**config.mk**
```make
export PLATFORM = sky130hd
export DESIGN_NAME = sys_addr_decode
export DESIGN_NICKNAME = d
export VERILOG_FILES = /design/src/rtl/sys_addr_decode_pkg.sv /design/src/rtl/sys_ovl_flag.sv /design/src/rtl/sys_zone_decode.sv /design/src/rtl/sys_addr_decode.sv
export SDC_FILE = /design/constraint.sdc
export NUM_CORES = 1
export LEC_CHECK = 0
export BUFFER_PORTS_ARGS = -buffer_cell sky130_fd_sc_hd__clkbuf_2
export CORE_MARGIN = 1
export CORE_UTILIZATION = 22
export CTS_BUF_LIST = sky130_fd_sc_hd__clkbuf_16
export CTS_CLUSTER_DIAMETER = 40
export DETAILED_ROUTE_END_ITERATION = 8
export PLACE_DENSITY = 0.72
export SYNTH_ARGS = -nofsm -noshare
export SYNTH_HDL_FRONTEND = slang
export SYNTH_SLANG_ARGS = --single-unit
```
**constraint.sdc**
```tcl
create_clock -name clk -period 1 [get_ports clk]
set_input_delay 0.2 -clock clk [delete_from_list [all_inputs] [get_ports clk]]
set_output_delay 0.2 -clock clk [all_outputs]
set_load 0.01 [all_outputs]
```
**src/rtl/sys_addr_decode_pkg.sv**
```systemverilog
package sys_addr_decode_pkg;

    typedef enum logic [1:0] {
        ZONE_LOW  = 2'd0,
        ZONE_ROM  = 2'd1,
        ZONE_SER  = 2'd2,
        ZONE_IO   = 2'd3
    } zone_e;

    typedef struct packed {
        logic ram;
        logic rom;
        logic ser_rd;
        logic ser_wr;
        logic dsk;
        logic pia;
    } sel_t;

    typedef struct packed {
        logic overlay;
    } ovl_state_t;

endpackage

```
**src/rtl/sys_ovl_flag.sv**
```systemverilog
module sys_ovl_flag
    import sys_addr_decode_pkg::*;
(
    input  logic clk,
    input  logic rst_n,
    input  logic ovl_clr,
    output logic overlay
);

    ovl_state_t st_d, st_q;

    always_comb begin
        st_d = st_q;
        if (ovl_clr) begin
            st_d.overlay = 1'b0;
        end
    end

    always_ff @(posedge clk or negedge rst_n) begin
        if (!rst_n) begin
            st_q.overlay <= 1'b1;
        end else begin
            st_q <= st_d;
        end
    end

    assign overlay = st_q.overlay;

    AST_CLR_TAKES: assert property (@(posedge clk) disable iff (!rst_n)
        ovl_clr |=> !overlay);
    AST_STAYS_CLEAR: assert property (@(posedge clk) disable iff (!rst_n)
        !overlay |=> !overlay);

endmodule

```
**src/rtl/sys_zone_decode.sv**
```systemverilog
module sys_zone_decode
    import sys_addr_decode_pkg::*;
(
    input  logic [2:0] addr_hi,
    input  logic       strobe,
    input  logic       rw,
    input  logic       overlay,
    output sel_t       sel
);

    zone_e zone;
    logic  half;

    assign zone = zone_e'(addr_hi[2:1]);
    assign half = addr_hi[0];

    always_comb begin
        sel = '0;
        if (strobe) begin
            unique case (zone)
                ZONE_LOW: begin
                    if (overlay) sel.rom = 1'b1;
                    else         sel.ram = 1'b1;
                end
                ZONE_ROM: begin
                    if (overlay && half) sel.ram = 1'b1;
                    else                 sel.rom = 1'b1;
                end
                ZONE_SER: begin
                    if (!half && rw)      sel.ser_rd = 1'b1;
                    else if (half && !rw) sel.ser_wr = 1'b1;
                end
                ZONE_IO: begin
                    if (half) sel.pia = 1'b1;
                    else      sel.dsk = 1'b1;
                end
                default: sel = '0;
            endcase
        end
    end

endmodule

```
**src/rtl/sys_addr_decode.sv**
```systemverilog
module sys_addr_decode
    import sys_addr_decode_pkg::*;
#(
    parameter int ADDR_W = 24,
    parameter int RAM_AW = 17,
    parameter int ROM_AW = 16
) (
    input  logic              clk,
    input  logic              rst_n,
    input  logic [ADDR_W-1:0] addr,
    input  logic              as_n,
    input  logic              rw,
    input  logic              ovl_clr,
    output logic              sel_ram,
    output logic              sel_rom,
    output logic              sel_ser_rd,
    output logic              sel_ser_wr,
    output logic              sel_dsk,
    output logic              sel_pia,
    output logic [RAM_AW-1:0] ram_off,
    output logic [ROM_AW-1:0] rom_off
);

    localparam int HALF_BIT = ADDR_W - 3;

    logic overlay;
    sel_t sel;
    logic unused_mid;

    sys_ovl_flag u_flag (
        .clk     (clk),
        .rst_n   (rst_n),
        .ovl_clr (ovl_clr),
        .overlay (overlay)
    );

    sys_zone_decode u_zone (
        .addr_hi (addr[ADDR_W-1:HALF_BIT]),
        .strobe  (!as_n),
        .rw      (rw),
        .overlay (overlay),
        .sel     (sel)
    );

    assign sel_ram    = sel.ram;
    assign sel_rom    = sel.rom;
    assign sel_ser_rd = sel.ser_rd;
    assign sel_ser_wr = sel.ser_wr;
    assign sel_dsk    = sel.dsk;
    assign sel_pia    = sel.pia;

    assign ram_off = addr[RAM_AW-1:0];
    assign rom_off = addr[ROM_AW-1:0];

    assign unused_mid = ^addr[HALF_BIT-1:RAM_AW];

    AST_ONE_SEL: assert property (@(posedge clk) disable iff (!rst_n)
        $onehot0({sel_ram, sel_rom, sel_ser_rd, sel_ser_wr, sel_dsk, sel_pia}));
    AST_IDLE_QUIET: assert property (@(posedge clk) disable iff (!rst_n)
        as_n |-> !(sel_ram || sel_rom || sel_ser_rd || sel_ser_wr || sel_dsk || sel_pia));
    AST_SER_DIR: assert property (@(posedge clk) disable iff (!rst_n)
        (sel_ser_rd |-> rw) and (sel_ser_wr |-> !rw));
    AST_OVL_LOW_ROM: assert property (@(posedge clk) disable iff (!rst_n)
        (!as_n && overlay && addr[ADDR_W-1:ADDR_W-2] == 2'd0) |-> sel_rom);

endmodule

```
After elaboration in Yosys (flattened, before gate mapping)
Cells that the tools add are included.
{ "totals": {"ff_bits": 1, "inputBits": 29, "wordCells": 23} }
{ "op_classes": {"n_eq_ne": 3, "mux": 13, "n_reduce_logical": 6} }
{ "op_table": {"columns": ["operator", "count"], "rows": [
  ["$mux 1", 9],
  ["$mux 6", 1],
  ["$eq 2x2->1 const B", 2],
  ["$mux 2", 2],
  ["$pmux 2 s2", 1],
  ["$logic_and 1x1->1", 3],
  ["$eq 2x1->1 const B", 1],
  ["$logic_not 1->1", 2],
  ["$logic_not 2->1", 1]
]} }

Depth between registers and ports, before layout
Gate-level depths: netlist (run 1).
{ "depth": {"word_depth": 6, "mapped_depth": 2} }

Modules after synthesis
Synthesis (run 1) repeated with hierarchy kept, for this count alone.
{ "unflattened": {"hier_cells": 46, "hier_area_um2": 366.6} }
{ "modules_own_cells": {"columns": ["module", "n_inst", "cells_each", "area_per_inst_um2", "seq_area_each_um2"], "rows": [
  ["sys_addr_decode", 1, 34, 251.5, 0.0],
  ["sys_zone_decode", 1, 10, 75.1, 0.0],
  ["sys_ovl_flag", 1, 2, 40.0, 26.3]
]} }

Worst setup path before layout (run 1)
OpenSTA, ideal clock, no wires.
{ "synth_path": {"kind": "register to output", "startpoint": "register u_flag.overlay (netlist name)", "endpoint": "output sel_rom", "t_arrival_ns": 0.921, "slack_ns": -0.121, "path_stages_with_launch": 3, "n_path_buf": 0, "path_cell_list": "dfstp_2 and3_1 nor4_1"} }
{ "synth_between": {"elab_chain_len": 4} }
{ "synth_rtl": {"columns": ["element", "line", "text"], "rows": [
  ["$logic_and 1x1->1", "sys_zone_decode.sv:26", "if (overlay && half) sel.ram = 1'b1;"],
  ["$mux 1", "sys_zone_decode.sv:26", null],
  ["$pmux 2 s2 *", "sys_zone_decode.sv:20", "unique case (zone)"],
  ["$mux 6 *", "sys_zone_decode.sv:19", "if (strobe) begin"],
  ["end: declaration", "sys_addr_decode.sv:15", "output logic sel_rom,"]
]} }
Every way passes the cells marked *; elsewhere a longest branch is shown, timed or not.

Final worst setup path (run 1)
{ "layout_path": {"startpoint": "input as_n", "endpoint": "output sel_ser_wr"} }
{ "layout_between": {"elab_chain_len": 1} }
{ "layout_rtl": {"columns": ["element", "line", "text"], "rows": [
  ["start: declaration", "sys_addr_decode.sv:11", "input logic as_n,"],
  ["$mux 6", "sys_zone_decode.sv:19", null],
  ["end: declaration", "sys_addr_decode.sv:17", "output logic sel_ser_wr,"]
]} }
Every way passes these cells.

==> impl_results.md, run 1 <==
* Outcome: finished with violations
* Synth top area share at 68.5%
* Filler instances at 163
* # hold bufs at CTS at 0
* Row count at 14
* Largest register by flop count: u_flag.overlay
* Syn_nets at 74
* CP endpoint kind: output pin
* Total GRT Usage at 5.56%
* Ant diodes at 0
* RSZ-0062 raised after global routing: true
* Pwr dens at 415 mW/mm2
* CP arrival at 1020 ps
* Failing checks: setup timing
* Hold_ws at 139 ps
* LEAKAGE at 0.123 nW
* Final count of negative-setup-slack endpoints at 5
* CORE AREA at 0.00152 mm2
* Die Width at 42.5 um
* Maximum vdd drop at 0.184 mV
* Worst-skew pair later-pin latency at 0 ps
* Slew @ Worst Pin at 272 ps
* Sequential-to-total area share from yosys stat at 7.27%
* Slew Limit Fails at 0
* Skew final at 0 ps
* First-pass GRT wire length at 793 um
* Initial antenna violation count at 0
* Place WS at -246 ps
* Slew headroom at 81.8%
* Routed Antenna Nets at 0
* Fmax achieved at 819 MHz
* DRC Markers at 0
* Routed wire length at 513 um
* Slowest-stage cell, CP: or3b_4
* Die footprint at 0.00181 mm2
* Grt ovf at 0
* Vias at 175
* Startpoint types: input pin
* Minimum clock period at 1220 ps
* Post-DP HPWL at 411 um
* Synth top area cells: buf_4 (69%), dfstp_2 (7.3%), nor3b_2 (6.9%)
* GP Congestion at 0.612
* IO buf count at 13
* Area growth syn-to-layout at -24.6%
* Initial Util at 23.7%
* Setup slack, reg-to-reg at 270 ps
* Yosys cell types at 11
* Area leader, netlist: buf_4
* Post-Syn Area at 362 um2
* Avg Inst Size Synth at 8.04 um2
* IO Count at 68
* Max-cap viol count at 0
* Seq cells post-synth at 1
* First drt pass iteration count at 3
* Worst Path Required at 800 ps
* Fin. Hold Viols at 0
* Yosys warning count at 0
* CP Cell Sequence: buf_8 > or3b_4 > nor3b_2 > buf_2
* Vias in the first global route at 172
* Initial drt markers at 2
* Synthesized netlist cell count at 45
* Final worst slack at -221 ps
* Top Registers: u_flag.overlay x1
* Slowest cell delay on critical path at 400 ps
* Max reg flops at 1
* Post-DR vias/cell at 4.07
* Die height at 42.5 um
* Final Cycle Share at 122%
* WL/cell at 11.9 um
* Class of the worst hold path: in2async
* Maximum number of pins on one net before global-route repair at 6
* CTS clk-pin slew, worst paths at 0 ps
* Worst-case reg-to-reg path depth at 1
* Total Nets Final at 58
* Critical Path Fanout Max at 2
* Critical path type: in2out
* Share of cells above drive strength 1 at 77.8%
per-stage QoR:
stage	util [%]	setup TNS, ps	total power [mW]	instance area, um2	cells
2_1_floorplan	-	-63.5	0.196	375	45
3_5_place_dp	14.4	-871	0.0935	220	42
3_3_place_gp	14.4	-774	0.0921	220	42
4_1_cts	16.3	-856	0.104	249	43
6_report	17.9	-839	0.113	273	43
5_1_grt	17.9	-952	0.118	273	43
synthesized netlist by cell type:
library cell	count
dfstp_2	1
nor2b_1	1
or3b_1	1
nor3b_2	2
nor2_1	2
nor4_1	1
buf_4	33
and3_1	1
o21a_1	1
and4b_1	1
nor4bb_1	1
cells by family (layout without fill, tap and decap cells):
| logic type | count (synthesis) | after routing | synth area share [%] |
|---|---|---|---|
| DFF | 1 | 1 | 7.27 |
| buffers and inverters | 33 | 15 | 68.5 |
| and+or+nand+nor | 10 | 10 | 22.1 |
| AOI/OAI and AO/OA | 1 | 1 | 2.08 |
cell type report:
| type | count | area (um2) | share of cell area, % |
|---|---|---|---|
| repair buffers | 15 | 116 | 42.7 |
| multi-input cells | 11 | 110 | 40.4 |
| flip-flops and latches | 1 | 26.3 | 9.63 |
| well taps | 16 | 20.0 | 7.34 |
path summary, 6_finish.rpt:
| check | start | to |
|---|---|---|
| min in group clk | ovl_clr | u_flag.overlay |
| min reg2reg | u_flag.overlay | u_flag.overlay |
| max reg2reg | u_flag.overlay | u_flag.overlay |
| min | rst_n | u_flag.overlay |
| max | as_n | sel_ser_wr |
| max in group asynchronous | rst_n | u_flag.overlay |
worst max-delay path: cells and delay by family:
family	cells	cell delay, ps
simple gates	2	580
buf+inv	2	240
layer usage:
| metal | routed length [um] | vias up | GRT usage, % | share of wire [%] |
|---|---|---|---|---|
| met3 | 85 | 9 | 1.72 | 17 |
| met2 | 214 | 21 | 7.69 | 42 |
| li1 | - | 77 | - | - |
| met1 | 187 | 68 | 6.98 | 36 |
| met5 | 0 | - | 0 | 0 |
| met4 | 25 | 0 | 4.38 | 4.9 |
power by group:
| group | internal [mW] | switching (mW) | total (mW) |
|---|---|---|---|
| registers | 0.0413 | 0 | 0.0413 |
| logic | 0.0436 | 0.0282 | 0.0718 |
| clock network | 0 | 0 | 0 |
| total | 0.0849 | 0.0282 | 0.113 |
repair_timing:
action                     in CTS  in global routing
setup buffers                   1                  1
resized for setup               3                 13
setup endpoints to repair       5                  6
pin swaps                       1                  5
placed cells by master, fill, tap and decap left out:
cell,netlist,layout
buf_2,0,5
clkbuf_2,0,4
buf_6,0,3
nor2_1,2,2
nor3b_2,2,2
buf_8,0,2
and3_4,0,1
nor4_4,0,1
or3b_4,0,1
nor4bb_1,1,1
and4b_1,1,1
o21a_1,1,1
nor2b_1,1,1
buf_4,33,1
dfstp_2,1,1
(Power assumes the default switching activity.)
==> run 2: changes to the inputs <==
CELL_PAD_IN_SITES_DETAIL_PLACEMENT = 0   (was default)
CELL_PAD_IN_SITES_GLOBAL_PLACEMENT = 1   (was default)
CORE_UTILIZATION = 12   (was 22)
PLACE_DENSITY = 0.7   (was 0.72)
==> run 2 against run 1 <==
The flow finishes with violations (DRC, setup timing). Die area up 79%. Clock skew unchanged. Register-to-register slack about the same. Largest power group unchanged. Power up 9.7%. Global-route usage down 3.0 points. Combinational power up 15%. Via count down 4.0%. Critical endpoint unchanged. Critical path type unchanged. First-iteration DRC count rose to 4.0 times the previous value. Worst setup slack better by 1.7 ps. Core utilization down 6.7 points.
==> impl_results.md, run 2 (synthesized netlist as in run 1, its figures left out) <==
* Outcome: finished with violations
* Failing checks: DRC, setup timing
* IO Count at 68 (unchanged)
* Area growth syn-to-layout at -12.8%
* Post-DR vias/cell at 2.80 (-31%)
* Routed wire length at 493 um (-3.9%)
* CP top delay family: simple AND/OR/NAND/NOR gates
* R2R Path End: u_flag.overlay
* Area of the multi-input gates at 125 um2 (+14%)
* Skew final at 0 ps (unchanged)
* Final count of negative-setup-slack endpoints at 5 (unchanged)
* Total Nets Final at 60 (+3.4%)
* First-pass GRT wire length at 724 um (-8.7%)
* WL/cell at 8.22 um (-31%)
* Slew headroom at 82.8% (+0.98 points)
* Final Cycle Share at 122% (-0.17 points)
* Highest Signal Layer: met3
* Critical path type: in2out
* Final worst slack at -219 ps (+1.71 ps)
* Row count at 19 (+5)
* Filler instances at 333 (+100%)
* Pwr dens at 394 mW/mm2 (-5.1%)
* Max reg flops at 1 (unchanged)
* Share of cells above drive strength 1 at 82.8% (+5.0 points)
* Vias in the first global route at 172 (unchanged)
* Class of the worst hold path: in2async
* Routed Antenna Nets at 0 (unchanged)
* Logic gate share of total power at 66.8% (+3.3 points)
* Net Sw Frac at 26.1% (+1.2 points)
* Initial drt markers at 8 (+6)
* Worst-case reg-to-reg path depth at 1 (unchanged)
* IO buf count at 13 (unchanged)
* Ant diodes at 0 (unchanged)
* Die height at 56.9 um (+34%)
* Setup tns final at -772 ps (+66.9 ps)
* GP Congestion at 0.660 (+7.7%)
* R2R Path Start: u_flag.overlay
* Metal2 WL at 260 um (+21%)
* Initial Util at 12.9% (-11 points)
* Slew Limit Fails at 0 (unchanged)
* PnR Total Power at 0.124 mW (+9.7%)
* Met1 wire length at 163 um (-13%)
* CORE AREA at 0.00281 mm2 (+84%)
* Fin. Hold Viols at 0 (unchanged)
* Most frequent cells in the layout: buf_6 (6), clkbuf_2 (5), buf_2 (5), nor2_1 (2), nor3b_2 (2)
* Initial antenna violation count at 0 (unchanged)
* Die footprint at 0.00324 mm2 (+79%)
* CTS clk-pin slew, worst paths at 0 ps (unchanged)
* # hold bufs at CTS at 0 (unchanged)
* Cell Area, Placed at 254 um2 (+15%)
* Maximum number of pins on one net before global-route repair at 6 (unchanged)
* DRC Markers at 6 (+6)
* Slowest-stage cell, CP: or3b_4
* First drt pass iteration count at 5 (+2)
* Slowest cell delay on critical path at 400 ps (about the same)
* Register Area at 26.3 um2 (unchanged)
* Worst-skew pair later-pin latency at 0 ps (unchanged)
* WP buf/inv at 2 (unchanged)
* Top Registers: u_flag.overlay x1
* Sw Pwr at 0.0324 mW (+15%)
* Minimum clock period at 1220 ps (-1.71 ps)
* Metal3 WL at 69 um (-19%)
* CP endpoint kind: output pin
* Slew @ Worst Pin at 257 ps (-14.7 ps)
* Critical Path Fanout Max at 2 (unchanged)
* CP Cell Sequence: buf_6 > or3b_4 > nor3b_2 > buf_2
* LEAKAGE at 0.140 nW (+14%)
* Share of power burned in registers at 33.2% (-3.3 points)
* Commonest non-fill, non-tap cell in the layout: buf_6
* CP arrival at 1020 ps (about the same)
* Maximum vdd drop at 0.196 mV (+6.3%)
* Design area at 315 um2 (+16%)
* Grt ovf at 0 (unchanged)
* Place WS at -213 ps (+33.2 ps)
* Startpoint types: input pin
* Worst Path Required at 800 ps (about the same)
* Largest register by flop count: u_flag.overlay
* Fmax achieved at 820 MHz (+0.14%)
* Vias at 168 (-4.0%)
* RSZ-0062 raised after global routing: true
* Total GRT Usage at 2.58% (-3.0 points)
* Die Width at 56.9 um (+34%)
* Setup slack, reg-to-reg at 280 ps (about the same)
* Clock group share of total power at 0% (unchanged)
* Internal Power at 0.0917 mW (+8.0%)
* Max-cap viol count at 0 (unchanged)
==> run 2: changes by cell type in the layout (fill, tap and decap cells not counted), sizes merged <==
cell    previous run  this run
buf               11        12
clkbuf             4         5
==> run 2: power by group through the flow <==
stage / registers [mW] / logic, mW / clock network, mW
floorplan: 0.0413 / 0.155 / 0
global placement: 0.0413 / 0.0558 / 0
detailed placement: 0.0413 / 0.0585 / 0
CTS: 0.0413 / 0.0666 / 0
global route: 0.0413 / 0.0879 / 0
finish: 0.0413 / 0.0828 / 0
==> run 2: worst max-delay path by stage <==
stage	from	end	cells after the start
final	addr[22]	sel_ser_wr	4
after global routing	addr[22]	sel_ser_rd	4
after CTS	addr[22]	sel_ser_wr	4
after detailed placement	addr[22]	sel_ser_wr	4
after global placement	addr[22]	sel_ser_rd	4
after floorplan	u_flag.overlay	sel_ram	2
==> run 2: stage by stage <==
stage	hold WS (ps)	utilization (%)	cells
3_3_place_gp	133	9.05	59
2_1_floorplan	52.2	-	45
6_report	137	11.2	60
3_5_place_dp	140	9.05	59
4_1_cts	140	9.72	59
5_1_grt	143	11.2	60
==> run 2: timing repair <==
item                       CTS  global route
setup endpoints to repair    5             6
pin swaps                    1             3
gates resized for setup      3            12
setup buffers                0             1
==> run 2: cell type report <==
type	instances	share of cell area, %
Timing Repair Buffer	17	39.7
Sequential cell	1	8.33
Tap cell	31	12.3
Multi-Input combinational cell	11	39.7
==> run 2: layer usage <==
metal  GRT usage (%)  up-vias
met3           0.461        0
met4            2.44        0
li1                -       82
met1            2.62       81
met5               0        -
met2            4.37        5
